<file path="src/rtl/hz_pkg.sv">
package hz_pkg;
  localparam int N_STAGES = 3;  // execute, memory, writeback
  localparam int ST_EX  = 0;
  localparam int ST_MEM = 1;
  localparam int ST_WB  = 2;
  localparam int N_SRC  = 2;
endpackage

</file>
<file path="src/rtl/hz_stage_track.sv">
module hz_stage_track
  import hz_pkg::*;
#(
  parameter int AW = 5
) (
  input  logic                         clk_i,
  input  logic                         rst_ni,
  input  logic                         stall_i,
  input  logic                         dec_valid_i,
  input  logic                         dec_we_i,
  input  logic [AW-1:0]                dec_rd_i,
  input  logic                         dec_late_i,
  output logic [N_STAGES-1:0]          st_vld_o,
  output logic [N_STAGES-1:0]          st_we_o,
  output logic [N_STAGES-1:0][AW-1:0]  st_rd_o,
  output logic [N_STAGES-1:0]          st_late_o
);
  logic [N_STAGES-1:0]         vld_q, we_q, late_q;
  logic [N_STAGES-1:0][AW-1:0] rd_q;
  logic                        enter;

  // a stalled decode slot turns into a bubble in execute
  assign enter = dec_valid_i & ~stall_i;

  always_ff @(posedge clk_i or negedge rst_ni) begin
    if (!rst_ni) begin
      vld_q  <= '0;
      we_q   <= '0;
      late_q <= '0;
      rd_q   <= '0;
    end else begin
      vld_q[ST_EX]  <= enter;
      we_q[ST_EX]   <= enter & dec_we_i;
      late_q[ST_EX] <= enter & dec_late_i;
      rd_q[ST_EX]   <= enter ? dec_rd_i : '0;
      for (int k = 1; k < N_STAGES; k++) begin
        vld_q[k]  <= vld_q[k-1];
        we_q[k]   <= we_q[k-1];
        late_q[k] <= late_q[k-1];
        rd_q[k]   <= rd_q[k-1];
      end
    end
  end

  assign st_vld_o  = vld_q;
  assign st_we_o   = we_q;
  assign st_late_o = late_q;
  assign st_rd_o   = rd_q;
endmodule

</file>
<file path="src/rtl/hz_src_resolve.sv">
module hz_src_resolve
  import hz_pkg::*;
#(
  parameter int XLEN   = 32,
  parameter int AW     = 5,
  parameter bit FWD_EN = 1'b1
) (
  input  logic                          use_i,
  input  logic [AW-1:0]                 rs_i,
  input  logic [N_STAGES-1:0]           st_vld_i,
  input  logic [N_STAGES-1:0]           st_we_i,
  input  logic [N_STAGES-1:0][AW-1:0]   st_rd_i,
  input  logic [N_STAGES-1:0]           st_late_i,
  input  logic [N_STAGES-1:0][XLEN-1:0] st_res_i,
  input  logic [XLEN-1:0]               rf_val_i,
  output logic [XLEN-1:0]               val_o,
  output logic                          hold_o
);
  localparam int SW = $clog2(N_STAGES);

  logic [N_STAGES-1:0] match;
  logic [SW-1:0]       yk;
  logic                found;

  for (genvar k = 0; k < N_STAGES; k++) begin : g_cmp
    assign match[k] = use_i & (rs_i != '0) & st_vld_i[k] & st_we_i[k] &
                      (st_rd_i[k] == rs_i);
  end

  // youngest producer wins: scan from oldest so the last hit is nearest execute
  always_comb begin
    yk    = SW'(N_STAGES-1);
    found = 1'b0;
    for (int k = N_STAGES-1; k >= 0; k--) begin
      if (match[k]) begin
        yk    = SW'(k);
        found = 1'b1;
      end
    end
  end

  if (FWD_EN) begin : g_fwd
    logic ready;
    assign ready  = ~st_late_i[yk] | (yk == SW'(ST_WB));
    assign hold_o = found & ~ready;
    assign val_o  = (found && ready) ? st_res_i[yk] : rf_val_i;
  end else begin : g_nofwd
    assign hold_o = found;
    assign val_o  = rf_val_i;
  end
endmodule

</file>
<file path="src/rtl/hazard_fwd_unit.sv">
module hazard_fwd_unit
  import hz_pkg::*;
#(
  parameter int XLEN   = 32,
  parameter int AW     = 5,
  parameter bit FWD_EN = 1'b1
) (
  input  logic            clk_i,
  input  logic            rst_ni,
  input  logic            dec_valid_i,
  input  logic [AW-1:0]   dec_rs1_i,
  input  logic            dec_rs1_use_i,
  input  logic [AW-1:0]   dec_rs2_i,
  input  logic            dec_rs2_use_i,
  input  logic [AW-1:0]   dec_rd_i,
  input  logic            dec_we_i,
  input  logic            dec_late_i,
  input  logic [XLEN-1:0] rf_rs1_i,
  input  logic [XLEN-1:0] rf_rs2_i,
  input  logic [XLEN-1:0] ex_result_i,
  input  logic [XLEN-1:0] mem_result_i,
  input  logic [XLEN-1:0] wb_result_i,
  output logic [XLEN-1:0] op1_o,
  output logic [XLEN-1:0] op2_o,
  output logic            stall_o,
  output logic            bubble_o
);
  logic [N_STAGES-1:0]           st_vld, st_we, st_late;
  logic [N_STAGES-1:0][AW-1:0]   st_rd;
  logic [N_STAGES-1:0][XLEN-1:0] st_res;
  logic [N_SRC-1:0][AW-1:0]      src_idx;
  logic [N_SRC-1:0]              src_use, src_hold;
  logic [N_SRC-1:0][XLEN-1:0]    src_rf, src_val;

  assign st_res[ST_EX]  = ex_result_i;
  assign st_res[ST_MEM] = mem_result_i;
  assign st_res[ST_WB]  = wb_result_i;

  assign src_idx[0] = dec_rs1_i;
  assign src_idx[1] = dec_rs2_i;
  assign src_use[0] = dec_valid_i & dec_rs1_use_i;
  assign src_use[1] = dec_valid_i & dec_rs2_use_i;
  assign src_rf[0]  = rf_rs1_i;
  assign src_rf[1]  = rf_rs2_i;

  hz_stage_track #(.AW(AW)) u_track (
    .clk_i       (clk_i),
    .rst_ni      (rst_ni),
    .stall_i     (stall_o),
    .dec_valid_i (dec_valid_i),
    .dec_we_i    (dec_we_i),
    .dec_rd_i    (dec_rd_i),
    .dec_late_i  (dec_late_i),
    .st_vld_o    (st_vld),
    .st_we_o     (st_we),
    .st_rd_o     (st_rd),
    .st_late_o   (st_late)
  );

  for (genvar s = 0; s < N_SRC; s++) begin : g_src
    hz_src_resolve #(.XLEN(XLEN), .AW(AW), .FWD_EN(FWD_EN)) u_res (
      .use_i     (src_use[s]),
      .rs_i      (src_idx[s]),
      .st_vld_i  (st_vld),
      .st_we_i   (st_we),
      .st_rd_i   (st_rd),
      .st_late_i (st_late),
      .st_res_i  (st_res),
      .rf_val_i  (src_rf[s]),
      .val_o     (src_val[s]),
      .hold_o    (src_hold[s])
    );
  end

  assign op1_o    = src_val[0];
  assign op2_o    = src_val[1];
  assign stall_o  = dec_valid_i & (|src_hold);
  assign bubble_o = stall_o;
endmodule

</file>
<file path="config.mk">
export PLATFORM = sky130hd
export DESIGN_NAME = hazard_fwd_unit
export DESIGN_NICKNAME = d
export VERILOG_FILES = /design/src/rtl/hz_pkg.sv /design/src/rtl/hz_stage_track.sv /design/src/rtl/hz_src_resolve.sv /design/src/rtl/hazard_fwd_unit.sv
export SDC_FILE = /design/constraint.sdc
export NUM_CORES = 1
export LEC_CHECK = 0
export BUFFER_PORTS_ARGS = -buffer_cell sky130_fd_sc_hd__buf_2
export CAP_MARGIN = 20
export CORE_MARGIN = 4
export CORE_UTILIZATION = 44
export CTS_CLUSTER_SIZE = 12
export DETAILED_ROUTE_END_ITERATION = 10
export HOLD_SLACK_MARGIN = 0.05
export PLACE_DENSITY = 0.85
export SYNTH_ARGS = -nofsm -noshare
export SYNTH_HDL_FRONTEND = slang
export SYNTH_SLANG_ARGS = --single-unit
</file>
<file path="constraint.sdc">
create_clock -name clk_i -period 2.7 [get_ports clk_i]
set_input_delay 0.135 -clock clk_i [delete_from_list [all_inputs] [get_ports clk_i]]
set_output_delay 0.135 -clock clk_i [all_outputs]
set_load 0.005 [all_outputs]
</file>
======== After elaboration in Yosys (flattened, before gate mapping) ========
Index checks and enable logic that the tools add are counted.
word-level totals
  register bits after elaboration ......... 24
  bits of input ports ..................... 182
  output and inout port bits .............. 66
  logic and storage cells ................. 77
operators by class
  order comparisons ....................... 2
  eq/ne operators ......................... 8
  multiplexer cells ....................... 21
  bitwise logic cells ..................... 35
  reductions and logical operators ........ 5
operators by type and width
  operator                                             number
  binary-select mux 32 bit (select 2 bit)              2
  2-to-1 mux 32 bit                                    4
  equality test 5 bit                                  6
  bitwise AND 1 bit                                    28
  nonzero test 5 bit                                   2
  2-to-1 mux 1 bit                                     8
  2-to-1 mux 2 bit                                     4
  < comparator 2 x 3 -> 1 bit (second input constant)  2
  2-to-1 mux 5 bit                                     1
  inverter 1 bit                                       5
  binary-select mux 1 bit (select 2 bit)               2
  equality test 2 bit (second input constant)          2
  logical AND 1 bit                                    2
  bitwise OR 1 bit                                     2
  OR reduction 2 bit                                   1

======== Longest topological paths before layout ========
  depth in word-level cells ............... 18
  depth in mapped cells ................... 9

======== Cells and area by module ========
From an unflattened synthesis, not the netlist that was laid out.
unflattened totals
  cell total of the unflattened synthesis .. 456
  area, all modules ....................... 3468.3 sq um
modules (own cells, without submodules)
  module           instances  cells an instance  area an instance (sq um)  seq. area each (sq um)
  hz_src_resolve   2          210                1386.3                    0.0
  hz_stage_track   1          32                 668.1                     600.6
  hazard_fwd_unit  1          4                  27.5                      0.0

======== Worst setup path before layout ========
OpenSTA, ideal clock, no wires.
  kind .................................... reg2out
  from .................................... reg u_track.rd_q (netlist bit u_track.st_rd_o[3])
  to ...................................... out stall_o
  arrival time ............................ 2.186 ns
  required time ........................... 2.565 ns
  path slack .............................. 0.379 ns
  cell stages (with the launch flop) ...... 9
  buffers on the path ..................... 3
  cells stage by stage .................... dfrtp_1 xor2_1 nor4_2 and2_4 buf_6 clkbuf_1 o22ai_2 a21o_1 buf_4
on the way
  word-level cells in the longest chain between the ends .. 11
ends and longest elaborated chain
  item                                    line                   source
  start: declaration                      hz_stage_track.sv:19   logic [N_STAGES-1:0][AW-1:0] rd_q;
  start signal: indexed assignment        hz_stage_track.sv:35   rd_q[ST_EX] <= enter ? dec_rd_i : '0;
  start signal: indexed assignment        hz_stage_track.sv:40   rd_q[k] <= rd_q[k-1];
  equality test 5 bit                     hz_src_resolve.sv:27   (st_rd_i[k] == rs_i);
  bitwise AND 1 bit                       hz_src_resolve.sv:26   assign match[k] = use_i & (rs_i != '0) & st_vld_i[k] & st_we_i[k] &
  2-to-1 mux 2 bit                        hz_src_resolve.sv:35   if (match[k]) begin
  binary-select mux 1 bit (select 2 bit)  hz_src_resolve.sv:44   assign ready = ~st_late_i[yk] | (yk == SW'(ST_WB));
  2-to-1 mux 1 bit (not written as such)  hz_src_resolve.sv:44
  inverter 1 bit                          hz_src_resolve.sv:44
  bitwise OR 1 bit                        hz_src_resolve.sv:44
  inverter 1 bit                          hz_src_resolve.sv:45   assign hold_o = found & ~ready;
  bitwise AND 1 bit                       hz_src_resolve.sv:45
  OR reduction 2 bit *                    hazard_fwd_unit.sv:77  assign stall_o = dec_valid_i & (|src_hold);
  bitwise AND 1 bit *                     hazard_fwd_unit.sv:77
  end: declaration                        hazard_fwd_unit.sv:25  output logic stall_o,
Mark *: on every way between the ends. The rest lies on a longest branch, timed or not. The select of a mux whose other input is x is not followed.

======== Worst setup path after layout ========
  from .................................... reg u_track.rd_q (netlist bit u_track.st_rd_o[8])
  to ...................................... out op1_o[9]
on the way
  word-level cells in the longest chain between the ends .. 10
ends and longest elaborated chain
  item                                    line                   source
  equality test 5 bit *                   hz_src_resolve.sv:27
  bitwise AND 1 bit *                     hz_src_resolve.sv:26
  2-to-1 mux 2 bit (2 in series)          hz_src_resolve.sv:35
  binary-select mux 1 bit (select 2 bit)  hz_src_resolve.sv:44
  2-to-1 mux 1 bit (not written as such)  hz_src_resolve.sv:44
  inverter 1 bit                          hz_src_resolve.sv:44
  bitwise OR 1 bit                        hz_src_resolve.sv:44
  logical AND 1 bit                       hz_src_resolve.sv:46   assign val_o = (found && ready) ? st_res_i[yk] : rf_val_i;
  2-to-1 mux 32 bit *                     hz_src_resolve.sv:46
  end: declaration                        hazard_fwd_unit.sv:23  output logic [XLEN-1:0] op1_o,
Marked as above.

==> flow_metrics.tcl <==
set metrics [dict create \
    outcome "finished, final reports clean" \
    slew_viol_final 0 \
    path_class "flop to output pin" \
    row_count 34 \
    finalInstanceArea_um2 5450 \
    grt_util_met2_pct 52.2 \
    holdCritPathClass "input pin to flop" \
    leakagePower_nw 2.48 \
    vdd_drop_max_mv 0.188 \
    grt_antenna_before_repair 0 \
    nets 940 \
    synth.ff_latch_count 23 \
    worst_skew_pair.late_latency_ns 0.26 \
    rsz0062_at_grt "true" \
    placed_area_um2 5270 \
    cts_buffers 3 \
    pwr_density_cell_nw_per_um2 212 \
    synth_cells 543 \
    synth_area_leaders "dfrtp_1 15%, o41ai_1 11%, a211oi_1 8.8%, nand3_1 8.5%, mux2i_1 6.6%" \
    cts_tree "done" \
    yosys.area.top_type "dfrtp_1" \
    core_area_um2 8720 \
    clk_pin_slew_ns 0.07 \
    fin_crit_sh_pct 95.8 \
    seqPwrFrac_pct 34.2 \
    netSwitchingPower_w 0.000430 \
    drt-initial-drc-count 696 \
    grt_use_met3_pct 4.74 \
    hpwl_um 13500 \
    yosysWarnings 0 \
    firstDrtPassIters 7 \
    ys_seq_area_share_pct 14.6 \
    p_sw_share_pct 37.2 \
    async_flop_share_pct 100 \
    vias 5817 \
    grt_pass1_wl_um 26700 \
    setup_violations 0 \
    period_needed_ns 2.59 \
    crit_required_ns 2.57 \
    finClkSkew_ns 0.00216 \
    cts.path.max_buffers 2 \
    top_usage_layer "met2" \
    yosysTopAreaCellShare_pct 14.6 \
    path_max_fanout 10 \
    drc_errors 0 \
    cts.sinks 23 \
    synth.distinct_cells 43 \
    num_io_pins 248 \
    synth_area_per_cell_um2 7.25 \
    dieArea_um2 10500 \
    viasPerCell 6.72 \
    final_layout_size_suffix_gt1_share_pct 39.4 \
    dominantRegCellSynth "dfrtp_1" \
    routed_wl_um 18300 \
    antenna_cells 0 \
    syn_nets 725 \
    fmax_mhz 387 \
    power_frac_comb_pct 48.2 \
    portBuffers 247 \
    p_int_w 0.000725 \
    die_h_um 103 \
    critPathArrivalTime_ns 2.45 \
    initial_utilization_pct 45.2 \
    fp.dieW_um 103 \
    synthesis.area_um2 3940 \
    p_clk_share_pct 17.7 \
    first_global_vias 5590 \
    overflow 0 \
    ant_nets 0 \
    grt_max_degree 61 \
    grt.total_usage_pct 31.4 \
    end_kind "output pin" \
    fillers 764 \
    synth-edff-count 0 \
    power_w 0.00116 \
    grt_use_met1_pct 38.9 \
    h-tree-depth 1 \
    root_buffer "clkbuf_8" \
    cap_viol_max_count 0 \
    layout_setup_ws_ns 0.114 \
    relSlewSlack_pct 56.3 \
    synthToLayoutAreaGrowth_pct 38.3 \
    place.gp.congestion 1.02 \
    worst-slew-pin-transition_ns 0.655 \
    wl_per_cell_um 21.2 \
    hold_viol 0 \
    pre_cts_ws_ns 0.261 \
    crit_path_start_kind "flop" \
]
## power groups by stage
stage          registers (W)  clock network, W  logic (W)
3_5_place_dp        0.000401                 0   0.000532
2_1_floorplan       0.000381                 0   0.000250
3_3_place_gp        0.000398                 0   0.000520
6_report            0.000395          0.000204   0.000556
5_1_grt             0.000397          0.000227   0.000595
4_1_cts             0.000394          0.000207   0.000539
## through the flow
step | utilization, % | setup TNS (ns) | instances | hold WS, ns
2_1_floorplan | - | 0 | 543 | -0.161
3_3_place_gp | 60.5 | 0 | 856 | 0.112
3_5_place_dp | 60.5 | 0 | 856 | 0.124
4_1_cts | 61.3 | -0.0609 | 861 | 0.0989
5_1_grt | 62.4 | 0 | 865 | 0.0918
6_report | 62.4 | 0 | 865 | 0.0977
## metal layers
layer | wire [um] | vias up
met3 | 1910 | 107
met5 | 0 | -
met1 | 6640 | 2663
li1 | - | 2558
met4 | 885 | 0
met2 | 8900 | 489
## final timing paths
kind                                               from                              to  slack (ns)  depth (start not counted)
max                        u_track.st_rd_o[8]$_DFF_PN0_                        op1_o[9]        0.11                          8
min                                         dec_rd_i[4]    u_track.st_rd_o[4]$_DFF_PN0_         0.1                          3
max reg2reg                u_track.st_rd_o[4]$_DFF_PN0_  u_track.st_late_o[0]$_DFF_PN0_        0.60                          6
min reg2reg                u_track.st_we_o[1]$_DFF_PN0_    u_track.st_we_o[2]$_DFF_PN0_        0.39                          0
max in group asynchronous                        rst_ni  u_track.st_late_o[0]$_DFF_PN0_        1.96                          2
min in group asynchronous                        rst_ni    u_track.st_rd_o[2]$_DFF_PN0_        0.37                          2
## worst max-delay path: stages, from the launching register on
cell	delay, ns
dfrtp_1	0.42
xor2_1	0.18
nor4_2	0.31
buf_4	0.19
nor4bb_4	0.32
buf_6	0.22
nor4_1	0.07
a211oi_1	0.28
buf_2	0.18
## cell usage after synthesis, types with 2 or more instances
library cell  number
clkbuf_2           2
nor4_1            23
nor2_1             5
a221oi_1          13
nand4_1            3
o221a_2            3
dfrtp_1           23
a211oi_1          46
inv_1             53
buf_2              9
nand2_1           13
nor3_1            19
a21oi_1           39
and2_1             2
o41a_1            13
a21o_1             3
mux2i_1           26
nand3_1           67
o221a_1           10
xnor2_1           11
nand3b_1           2
nor2b_1           19
o41ai_1           50
buf_6              3
xor2_1            19
clkbuf_1          50
## flip-flops by register name, summed over array words and instances (netlist names)
signal,count
u_track.st_we_o,3
u_track.st_vld_o,3
u_track.st_rd_o,15
u_track.st_late_o,2
## layout make-up
class | count | area, um^2 | area share, %
Tap cell | 108 | 135 | 2.48
Inverter | 53 | 199 | 3.65
Sequential cell | 23 | 581 | 10.7
Timing Repair Buffer | 276 | 1510 | 27.8
Multi-Input combinational cell | 401 | 2970 | 54.6
Clock buffer | 4 | 45.0 | 0.827
## kinds of logic (layout without fill, tap and decap cells)
logic type,Yosys count,count (layout),synth area share (%)
xor+xnor,30,30,6.67
buf+inv,119,333,12.4
flops,23,23,14.6
compound gates,186,186,37.8
simple gates,159,159,22.0
mux,26,26,6.61
## cells in the final DEF, fill, tap and decap left out, types with 2 or more instances in the layout
cell	count
nor4_1	21
o221a_1	10
mux2i_1	26
o41ai_1	50
nor4_4	2
nand3_1	67
a21o_1	3
nor3_1	19
xnor2_1	11
clkbuf_8	3
inv_1	53
nand3b_1	2
nor2b_1	19
nand4_1	3
buf_12	3
dfrtp_1	21
a21oi_1	39
buf_6	3
xor2_1	19
o41a_1	13
a221oi_1	13
buf_4	21
and2_1	2
a211oi_2	3
nor2_1	4
buf_2	247
nand2_1	12
o221a_2	3
a211oi_1	43
## what timing repair did
item | in CTS | in global routing
gates resized for setup | 3 | 13
endpoints found under the hold margin | 23 | 0
hold buffers | 1 | 0
pin swaps | 0 | 4
setup endpoints to repair | 12 | 48
gates cloned | 0 | 1
buffers inserted | 0 | 3
No activity file was read; power rests on OpenSTA's default activity.
